File: src/rtl/sio_irq_prio.sv
module sio_irq_prio (
  input  logic       clk,
  input  logic       rst_n,
  input  logic [1:0] rx_evt,
  input  logic [1:0] tx_evt,
  input  logic [1:0] underrun_evt,
  input  logic [1:0] break_evt,
  input  logic [1:0] cts_in,
  input  logic [1:0] dcd_in,
  input  logic [1:0] sync_in,
  input  logic       en_wr,
  input  logic [5:0] en_data,
  input  logic       clr_wr,
  input  logic [5:0] clr_mask,
  input  logic       base_wr,
  input  logic [7:0] base_data,
  input  logic       iack,
  output logic       irq,
  output logic [7:0] vec_out,
  output logic [5:0] pend_out,
  output logic [5:0] lvl_out
);
  localparam int NCH  = 2;
  localparam int NSRC = 3 * NCH;

  logic [NSRC-1:0] pend_q, en_q, s1_q, s2_q, lvl_q, set_v, act;
  logic [7:0]      base_q;
  logic [2:0]      code;

  wire [NSRC-1:0] raw = {sync_in[1], dcd_in[1], cts_in[1], sync_in[0], dcd_in[0], cts_in[0]};
  wire [NSRC-1:0] clr = clr_wr ? clr_mask : '0;

  always_comb begin
    for (int c = 0; c < NCH; c++) begin
      set_v[3*c]   = rx_evt[c];
      set_v[3*c+1] = tx_evt[c];
      set_v[3*c+2] = underrun_evt[c] | break_evt[c] |
                     (!pend_q[3*c+2] && (s2_q[3*c +: 3] != lvl_q[3*c +: 3]));
    end
  end

  always_ff @(posedge clk) begin
    if (!rst_n) begin
      pend_q <= '0;
      en_q   <= '0;
      base_q <= '0;
      s1_q   <= '0;
      s2_q   <= '0;
      lvl_q  <= '0;
    end else begin
      s1_q   <= raw;
      s2_q   <= s1_q;
      pend_q <= (pend_q & ~clr) | set_v;
      if (en_wr)   en_q   <= en_data;
      if (base_wr) base_q <= base_data;
      for (int c = 0; c < NCH; c++)
        if (!pend_q[3*c+2]) lvl_q[3*c +: 3] <= s2_q[3*c +: 3];
    end
  end

  assign act = pend_q & en_q;
  assign irq = |act;

  always_comb begin
    code = 3'b111;
    for (int i = NSRC - 1; i >= 0; i--)
      if (act[i]) code = {i >= 3, 2'(i % 3)};
  end

  assign vec_out  = iack ? {base_q[7:4], code, base_q[0]} : 8'h00;
  assign pend_out = pend_q;
  assign lvl_out  = lvl_q;

  AST_RX_LATCH:   assert property (@(posedge clk) disable iff (!rst_n) rx_evt[0] |=> pend_out[0]);
  AST_CLR_TAKES:  assert property (@(posedge clk) disable iff (!rst_n)
                    clr_wr && clr_mask[3] && !rx_evt[1] |=> !pend_out[3]);
  AST_LVL_HELD:   assert property (@(posedge clk) disable iff (!rst_n) pend_out[5] |=> $stable(lvl_out[5:3]));
  AST_ACK_CODE:   assert property (@(posedge clk) disable iff (!rst_n) irq && iack |-> vec_out[3:1] != 3'b111);
  AST_NO_EN_QUIET: assert property (@(posedge clk) disable iff (!rst_n) en_q == '0 |-> !irq);
  AST_EXT_UNDER:  assert property (@(posedge clk) disable iff (!rst_n) underrun_evt[1] |=> pend_out[5]);
endmodule

File: config.mk
export PLATFORM = sky130hd
export DESIGN_NAME = sio_irq_prio
export DESIGN_NICKNAME = d
export VERILOG_FILES = /design/src/rtl/sio_irq_prio.sv
export SDC_FILE = /design/constraint.sdc
export NUM_CORES = 1
export LEC_CHECK = 0
export BUFFER_PORTS_ARGS = -buffer_cell sky130_fd_sc_hd__buf_2
export CAP_MARGIN = 20
export CORE_MARGIN = 3
export CORE_UTILIZATION = 43
export CTS_CLUSTER_SIZE = 20
export DETAILED_ROUTE_END_ITERATION = 7
export HOLD_SLACK_MARGIN = 0.03
export PLACE_DENSITY = 0.76
export SLEW_MARGIN = 40
export SYNTH_ARGS = -nofsm -noshare
export SYNTH_HDL_FRONTEND = slang
export SYNTH_SLANG_ARGS = --single-unit
File: constraint.sdc
create_clock -name clk -period 2.6 [get_ports clk]
set_input_delay 0.13 -clock clk [delete_from_list [all_inputs] [get_ports clk]]
set_output_delay 0.13 -clock clk [all_outputs]
set_load 0.02 [all_outputs]
==> impl_metrics.csv, run 1 <==
group,metric,value,unit
outcome,status,"completed",
timing,worst_pin_slew,0.444,ns
routing,dr.first_iter.drc_count,25,
floorplanning,rows,19,
floorplanning,dieHeight,62.8,um
routing,ant_nets,0,
routing,drc,0,
setup_path,setup.worst_path.end_class,"output pin",
setup_path,slowest_stage,"dfxtp_1",
floorplanning,core_area,2900,um2
clocking,ctsHoldBuffers,6,
synth,synth_area_per_cell,10.3,um2
global_routing,grt-ovfl-total,0,
setup_path,r2r_cells,3,
min_path,whs_path_depth,3,
final_layout,drive_gt1_share,33.5,%
clocking,cts_resized,0,
clocking,cts.reportedPaths.clkPinSlew,0.10,ns
setup_path,crit_path_start_kind,"flip-flop",
min_path,hp-start,"tx_evt[0]",
floorplanning,die-area,3940,um2
timing,hold_violations,0,
global_routing,grt_pass1_wl,4560,um
final_layout,nets,239,
timing,min_period,1.54,ns
setup_path,path_class,"flip-flop to output pin",
routing,routed-via-count,1097,
clocking,cts-root-buf,"clkbuf_4",
floorplanning,chipWidth,62.8,um
timing,drv_slew,0,
setup_path,path_max_fanout,7,
global_routing,grt_max_degree,36,
clocking,clk_latency,0.32,ns
timing,maxSlewHeadroom,70.4,%
timing,finalCritPeriodShare,59.2,%
power_and_ir_drop,power_density,579,nW/um2
setup_path,required,2.47,ns
timing,skew,0.00308,ns
synth,synth-async-reset-ratio,0,%
global_routing,grt_antenna_before_repair,0,
synth,synth_edf_count,0,
routing,wl,2720,um
clocking,post_cts_buffers,0,
setup_path,arrival,1.41,ns
routing,wire_per_inst,11.2,um
final_layout,n_antenna_cell,0,
global_routing,grt_util_all_layers,14.6,%
job,max_cap_viol_count,0,
synth,synth_fp_nets,174,
power_and_ir_drop,peakVddDrop,0.369,mV
clocking,clkSinkCount,35,
clocking,clock_path_buffers,2,
setup_path,timing.rr.start,"pend_out[5]$_SDFF_PN0_",
setup_path,max_stage_delay,0.52,ns
floorplanning,initial_core_util,47.8,%
place,dp_hpwl,2000,um
synth,netlist_instances,134,
min_path,holdPathEnd,"pend_out[1]$_SDFF_PN0_",
routing,drtPass1Iterations,3,
timing,setup_viol,0,
routing,viasPerCell,4.53,
clocking,cts_inserted_buffers,5,
power_and_ir_drop,power_leakage,0.868,nW
floorplanning,io_pins,61,
synth,netlist_area,1390,um2
global_routing,grt_pass1_vias,1056,
clocking,cts_max_level,2,
synth,yosys_most_used_dff,"dfxtp_1",
synth,synth_seq_cells,35,
min_path,hp-class,"input port to flip-flop",
final_layout,syn_to_final_growth,31.7,%
setup_path,rrSetupSlack,1.56,ns
timing,rsz0062_at_grt,"false",
synth,yosysSeqAreaShare,50.6,%
timing,tns,0,ns
place,port_buffers,57,
timing,max_freq,650,MHz
timing,hold_ws,0.0456,ns
synth,yosysUniqueCellTypes,20,
clocking,cts_tree,"yes",
setup_path,crit_chain,"nand2_1 > o211ai_1 > a21oi_1 > buf_2",
place,place_congestion,0.767,
setup_path,r2r_end,"pend_out[5]$_SDFF_PN0_",
synth,synth_warnings,0,
[flip-flops by register name (all words and copies together), names as in the netlist]
signal and flops:
s1_q 6, base_q 5, lvl_out 6, en_q 6
s2_q 6, pend_out 6
[worst max path at each step]
stage | slack [ns] | to | start | cells past startpoint
global placement | 1.43 | vec_out[2] | pend_out[2]$_SDFF_PN0_ | 3
floorplan | 1.22 | vec_out[2] | pend_out[2]$_SDFF_PN0_ | 3
global route | 0.90 | vec_out[2] | pend_out[2]$_SDFF_PN0_ | 3
CTS | 1.04 | vec_out[2] | pend_out[2]$_SDFF_PN0_ | 3
finish | 1.06 | vec_out[1] | pend_out[5]$_SDFF_PN0_ | 4
detailed placement | 1.41 | vec_out[2] | pend_out[2]$_SDFF_PN0_ | 3
[critical path: cells and delay by family (launching register included)]
kind            cells  cell delay, ns
buf+inv             1            0.16
flops               1            0.52
compound gates      2            0.27
simple gates        1            0.14
[layout by cell type (no fill, tap or decap)]
master and n:
dlygate4sd3_1 8, mux2i_1 17, nand3_1 2, clkbuf_4 5, dfxtp_1 35, clkbuf_8 2
o31ai_1 2, nand2_2 1, xnor2_1 4, o211ai_1 1, a21oi_1 5, and2_1 18
buf_2 57, clkbuf_1 1, nand2_1 12, nand4bb_1 1, nor2b_1 21, a221oi_1 1
xor2_1 2, nor2_1 1, nor4_2 2, a31oi_1 2
[metrics by stage]
step                      power [W]  utilization, %  instance area (um2)  std cells  setup slack [ns]
after floorplan            0.000686               -                 1390        134              1.22
after global placement     0.000735            57.8                 1680        226              1.43
after detailed placement   0.000740            57.8                 1680        226              1.41
after CTS                   0.00107            62.2                 1800        240              1.04
after global routing        0.00112            62.9                 1820        242             0.904
final                       0.00106            62.9                 1820        242              1.06
[where the power goes]
group / switching (W) / internal (W) / total [W]
combinational: 0.0000733 / 0.0000775 / 0.000151
sequential: 0.0000199 / 0.000564 / 0.000584
clock: 0.000161 / 0.000159 / 0.000321
[routing by layer]
layer / up-vias / part of all wire [%] / GRT usage, % / routed length [um]
li1: 573 / - / - / -
met1: 483 / 42 / 16.2 / 1150
met2: 36 / 47 / 23.7 / 1290
met3: 5 / 8.4 / 7.55 / 229
met4: 0 / 1.5 / 5.79 / 42
met5: - / 0 / 0 / 0
[kinds of logic after synthesis]
family | synth area share (%)
DFF | 50.6
AOI/OAI and AO/OA | 4.97
xor gates and xnor gates | 3.79
muxes | 12.3
buffers and inverters | 3.43
and+or+nand+nor | 24.9
[cells in the mapped netlist (3+ instances only)]
| library cell | count | share of area, % |
|---|---|---|
| a21oi_1 | 5 | 1.8 |
| nor2b_1 | 21 | 9.5 |
| buf_2 | 3 | 1.1 |
| mux2i_1 | 17 | 12 |
| and2_1 | 18 | 8.1 |
| dfxtp_1 | 35 | 51 |
| nand2_1 | 12 | 3.3 |
| xnor2_1 | 4 | 2.5 |
[final cells by class]
class,count,area (um2)
timing repair buffer,65,365
multi-input combinational,92,637
sequential,35,701
tap,42,52.6
clock buffer,8,68.8
fill,267,1080
No activity file was read; power rests on OpenSTA's default activity.
==> run 2: changes to the inputs <==
CORE_UTILIZATION = 41   (was 43)
clock period = 1.3 ns   (was 2.6 ns; I/O delays follow)
==> impl_metrics.csv, run 2 (synthesized netlist as in run 1, its figures left out) <==
group,metric,value,unit
outcome,status,"finished with violations",
outcome,failed_checks,"setup timing",
timing,worst_pin_slew,0.436,ns
setup_path,required,1.24,ns
timing,min_period,1.31,ns
routing,ant_nets,0,
final_layout,final_area,2090,um2
min_path,whs_path_depth,4,
clocking,cts_inserted_buffers,5,
min_path,hp-class,"input port to flip-flop",
floorplanning,die-area,4110,um2
place,port_buffers,57,
power_and_ir_drop,power_density,1060,nW/um2
clocking,cts.reportedPaths.clkPinSlew,0.10,ns
clocking,clkSinkCount,35,
setup_path,arrival,1.24,ns
floorplanning,dieHeight,64.1,um
floorplanning,rows,20,
timing,setup_viol,1,
clocking,clk_latency,0.33,ns
floorplanning,core_area,3130,um2
power_and_ir_drop,peakVddDrop,0.580,mV
timing,drv_slew,0,
min_path,holdPathEnd,"pend_out[3]$_SDFF_PN0_",
final_layout,final_common_cell,"buf_2",
timing,rsz0062_at_grt,"true",
global_routing,grt-ovfl-total,0,
final_layout,n_antenna_cell,0,
setup_path,path_class,"flip-flop to output pin",
clocking,cts-root-buf,"clkbuf_4",
global_routing,grt_pass1_wl,5240,um
routing,drtPass1Iterations,4,
final_layout,syn_to_final_growth,50.8,%
timing,setup_slack,-0.00915,ns
setup_path,path_max_fanout,3,
floorplanning,chipWidth,64.1,um
global_routing,grt_util_all_layers,16.4,%
setup_path,rrSetupSlack,0.20,ns
place,place_congestion,0.765,
setup_path,r2r_end,"pend_out[5]$_SDFF_PN0_",
routing,viasPerCell,4.62,
global_routing,grt_antenna_before_repair,0,
final_layout,drive_gt1_share,40.5,%
setup_path,setup.worst_path.end_class,"output pin",
timing,tns,-0.00915,ns
clocking,cts_max_level,2,
place,dpl-instance-area,1690,um2
floorplanning,initial_core_util,44.3,%
clocking,clock_path_buffers,2,
min_path,hp-start,"clr_mask[3]",
timing,skew,0.00523,ns
timing,finalCritPeriodShare,101,%
final_layout,nets,261,
power_and_ir_drop,power_leakage,0.983,nW
routing,dr.first_iter.drc_count,49,
global_routing,grt_max_degree,36,
global_routing,grt_pass1_vias,1227,
place,dp_hpwl,2220,um
timing,hold_violations,0,
final_layout,final_cell_mix,"54 x buf_2, 25 x dfxtp_1, 25 x dlygate4sd3_1",
final_layout,fin_util,66.8,%
power_and_ir_drop,power,0.00221,W
routing,drc,0,
routing,wire_per_inst,12.6,um
setup_path,crit_path_start_kind,"flip-flop",
timing,maxSlewHeadroom,71.0,%
routing,routed-via-count,1229,
routing,wl,3340,um
clocking,cts_tree,"yes",
floorplanning,io_pins,61,
job,max_cap_viol_count,0,
timing,max_freq,764,MHz
setup_path,r2r_cells,4,
setup_path,timing.rr.start,"pend_out[5]$_SDFF_PN0_",
==> run 2: cell types whose count changed in the layout (fill, tap and decap cells not counted), sizes merged <==
cell / previous run / this run
buf: 57 / 62
dlygate4sd3: 8 / 25
==> run 2: worst max-delay path, stage by stage (launching register included) <==
cell      delay [ns]
dfxtp_2         0.34
and2_4          0.15
o211ai_1        0.17
a21oi_1         0.09
buf_4           0.16
==> run 2: worst max path at each step <==
stage | start | end | slack, ns | cells after the start
floorplan | pend_out[2]$_SDFF_PN0_ | vec_out[2] | 0.17 | 3
global placement | pend_out[2]$_SDFF_PN0_ | vec_out[2] | 0.22 | 3
detailed placement | pend_out[2]$_SDFF_PN0_ | vec_out[2] | 0.20 | 3
CTS | en_q[4]$_SDFFE_PN0P_ | vec_out[1] | -0.04 | 4
global route | en_q[4]$_SDFFE_PN0P_ | vec_out[1] | -0.06 | 4
finish | en_q[4]$_SDFFE_PN0P_ | vec_out[1] | -0.009 | 4
==> run 2: layout make-up <==
class,instances,area [um2]
fillers,246,1040
flip-flops and latches,35,718
multi-input cells,92,666
repair buffers,87,581
clock buffers,8,68.8
well taps,44,55.1
==> run 2: per-stage QoR <==
stage,hold slack (ns),setup slack (ns),instances
2_1_floorplan,0.192,0.165,134
3_3_place_gp,0.270,0.223,229
3_5_place_dp,0.274,0.195,229
4_1_cts,0.0556,-0.0365,265
5_1_grt,0.0845,-0.0610,266
6_report,0.0592,-0.00915,266
==> run 2: repair_timing <==
item                                    in CTS  in global routing
hold endpoints to repair                    23                  0
buffers inserted                             3                  1
endpoints found under the setup margin       4                  4
hold buffers                                25                  0
resized for setup                           12                 11
pin swaps                                    3                  3
==> run 2: where the power goes <==
group          switching, W  internal, W  leakage, nW  total, W
combinational      0.000175     0.000211        0.652  0.000387
clock              0.000338     0.000318       0.0386  0.000656
sequential        0.0000370      0.00113        0.292   0.00117
==> run 2: layer usage <==
layer,vias to the layer above,global-route usage [%],routed length [um]
li1,618,-,-
met4,0,6.86,61
met5,-,0,0
met2,48,29.2,1670
met1,554,18.1,1390
met3,9,4.75,220
==> run 3: changes to the inputs <==
SETUP_SLACK_MARGIN = 0.5   (was unset)
==> impl_metrics.csv, run 3 (synthesized netlist as in run 1, its figures left out) <==
group,metric,value,unit
timing,hold_violations,0,
setup_path,crit_path_start_kind,"flip-flop",
floorplanning,chipWidth,64.1,um
timing,rsz0062_at_grt,"true",
job,max_cap_viol_count,0,
global_routing,grt_util_all_layers,19.1,%
routing,wl,4020,um
clocking,clkSinkCount,35,
place,port_buffers,57,
setup_path,cp_num_buf_inv,1,
setup_path,path_common_cell,"nand2_2",
global_routing,grt-ovfl-total,0,
place,dp_hpwl,2140,um
setup_path,timing.rr.start,"pend_out[2]$_SDFF_PN0_",
floorplanning,dieHeight,64.1,um
clocking,cts_inserted_buffers,5,
routing,ant_nets,0,
floorplanning,initial_core_util,44.3,%
clocking,cts_tree,"yes",
power_and_ir_drop,peakVddDrop,0.854,mV
floorplanning,io_pins,61,
setup_path,path_class,"flip-flop to output pin",
min_path,whs_path_depth,3,
final_layout,n_antenna_cell,0,
clocking,cts-root-buf,"clkbuf_4",
global_routing,grt_max_degree,36,
timing,min_period,1.31,ns
power_and_ir_drop,power,0.00250,W
final_layout,final_common_cell,"buf_2",
min_path,hp-class,"input port to flip-flop",
timing,skew,0.0122,ns
timing,max_freq,764,MHz
setup_path,max_stage_delay,0.36,ns
clocking,clock_path_buffers,2,
routing,dr.first_iter.drc_count,26,
place,place_congestion,0.734,
setup_path,crit_path_start,"pend_out[3]$_SDFF_PN0_",
floorplanning,die-area,4110,um2
routing,drtPass1Iterations,4,
routing,wire_per_inst,14.6,um
timing,maxSlewHeadroom,68.8,%
final_layout,nets,271,
floorplanning,rows,20,
setup_path,required,1.24,ns
setup_path,r2r_cells,6,
routing,routed-via-count,1311,
power_and_ir_drop,power_density,1010,nW/um2
outcome,status,"finished with violations",
setup_path,r2r_end,"lvl_out[2]$_SDFFE_PN0N_",
timing,worst_pin_slew,0.468,ns
setup_path,cp_num_cells,4,
final_layout,syn_to_final_growth,78.0,%
setup_path,arrival,1.24,ns
timing,tns,-0.0108,ns
setup_path,slowest_stage,"dfxtp_2",
routing,drc,0,
timing,setup_viol,2,
setup_path,rrSetupSlack,0.19,ns
floorplanning,core_area,3130,um2
timing,hold_ws,0.0523,ns
global_routing,grt_pass1_wl,5980,um
final_layout,final_cell_mix,"36 x buf_2, 30 x buf_6, 22 x dlygate4sd3_1",
routing,viasPerCell,4.75,
global_routing,grt_pass1_vias,1302,
timing,finalCritPeriodShare,101,%
final_layout,fin_util,78.8,%
outcome,failed_checks,"setup timing",
timing,drv_slew,0,
setup_path,path_max_fanout,3,
timing,setup_slack,-0.00924,ns
power_and_ir_drop,power_leakage,1.13,nW
global_routing,grt_antenna_before_repair,0,
clocking,clk_latency,0.35,ns
clocking,cts_max_level,2,
setup_path,critPathCapture,"vec_out[2]",
final_layout,drive_gt1_share,56.0,%
setup_path,crit_family,"flip-flops",
setup_path,setup.worst_path.end_class,"output pin",
clocking,cts.reportedPaths.clkPinSlew,0.12,ns
setup_path,crit_chain,"nand2_2 > nand2_2 > a221oi_4 > buf_6",
==> run 3: changes by cell type in the layout (fill, tap and decap cells not counted), moves of 2 or more <==
cell           delta
and2_1            -5
buf_6            +30
nand2_2           -3
buf_2            -18
nand2_4           +5
dfxtp_1          -12
and2_4            +5
a21oi_1           -2
dfxtp_2          +11
nand2_1           -2
clkbuf_8          -2
dlygate4sd3_1     -3
==> run 3: worst reg2reg max path, cell delays in order, from the launching register on <==
cell and delay (ns):
dfxtp_4 0.37, buf_6 0.11, buf_8 0.13, buf_6 0.11, buf_6 0.10, mux2i_1 0.14, nor2b_1 0.06
==> run 3: worst min path at each step <==
stage	from	endpoint
2_1_floorplan	rst_n	pend_out[2]$_SDFF_PN0_
3_3_place_gp	cts_in[0]	s1_q[0]$_SDFF_PN0_
3_5_place_dp	cts_in[0]	s1_q[0]$_SDFF_PN0_
4_1_cts	break_evt[1]	pend_out[5]$_SDFF_PN0_
5_1_grt	underrun_evt[1]	pend_out[5]$_SDFF_PN0_
6_report	break_evt[1]	pend_out[5]$_SDFF_PN0_
==> run 3: area by class of cell <==
cell class | count | area (um2)
Multi-Input combinational cell | 92 | 781
Fill cell | 190 | 662
Clock inverter | 3 | 43.8
Tap cell | 44 | 55.1
Clock buffer | 5 | 37.5
Timing Repair Buffer | 97 | 813
Sequential cell | 35 | 736
==> run 3: layer usage <==
metal  routed length [um]  up-vias  track usage (%)
met1                 1580      620             20.1
met2                 2170       44             34.8
met5                    0        -                0
li1                     -      638                -
met3                  205        9             5.80
met4                   65        0             8.18
==> run 3: timing repair <==
item,in CTS,in global routing
gates resized for setup,74,19
hold buffers,21,1
endpoints found under the hold margin,22,1
pin swaps,13,9
setup endpoints to repair,24,30
buffers inserted,8,10
==> run 3: where the power goes <==
part           internal (W)  leakage [nW]  switching (W)
registers           0.00113         0.297      0.0000483
logic              0.000308         0.788       0.000218
clock network      0.000404        0.0452       0.000383
==> run 3: metrics by stage <==
| step | cells | worst slack [ns] | instance area (um2) |
|---|---|---|---|
| floorplan | 134 | 0.332 | 1460 |
| global placement | 228 | 0.328 | 1750 |
| detailed placement | 228 | 0.287 | 1750 |
| CTS | 265 | -0.0411 | 2300 |
| global route | 276 | -0.0939 | 2470 |
| finish | 276 | -0.00924 | 2470 |
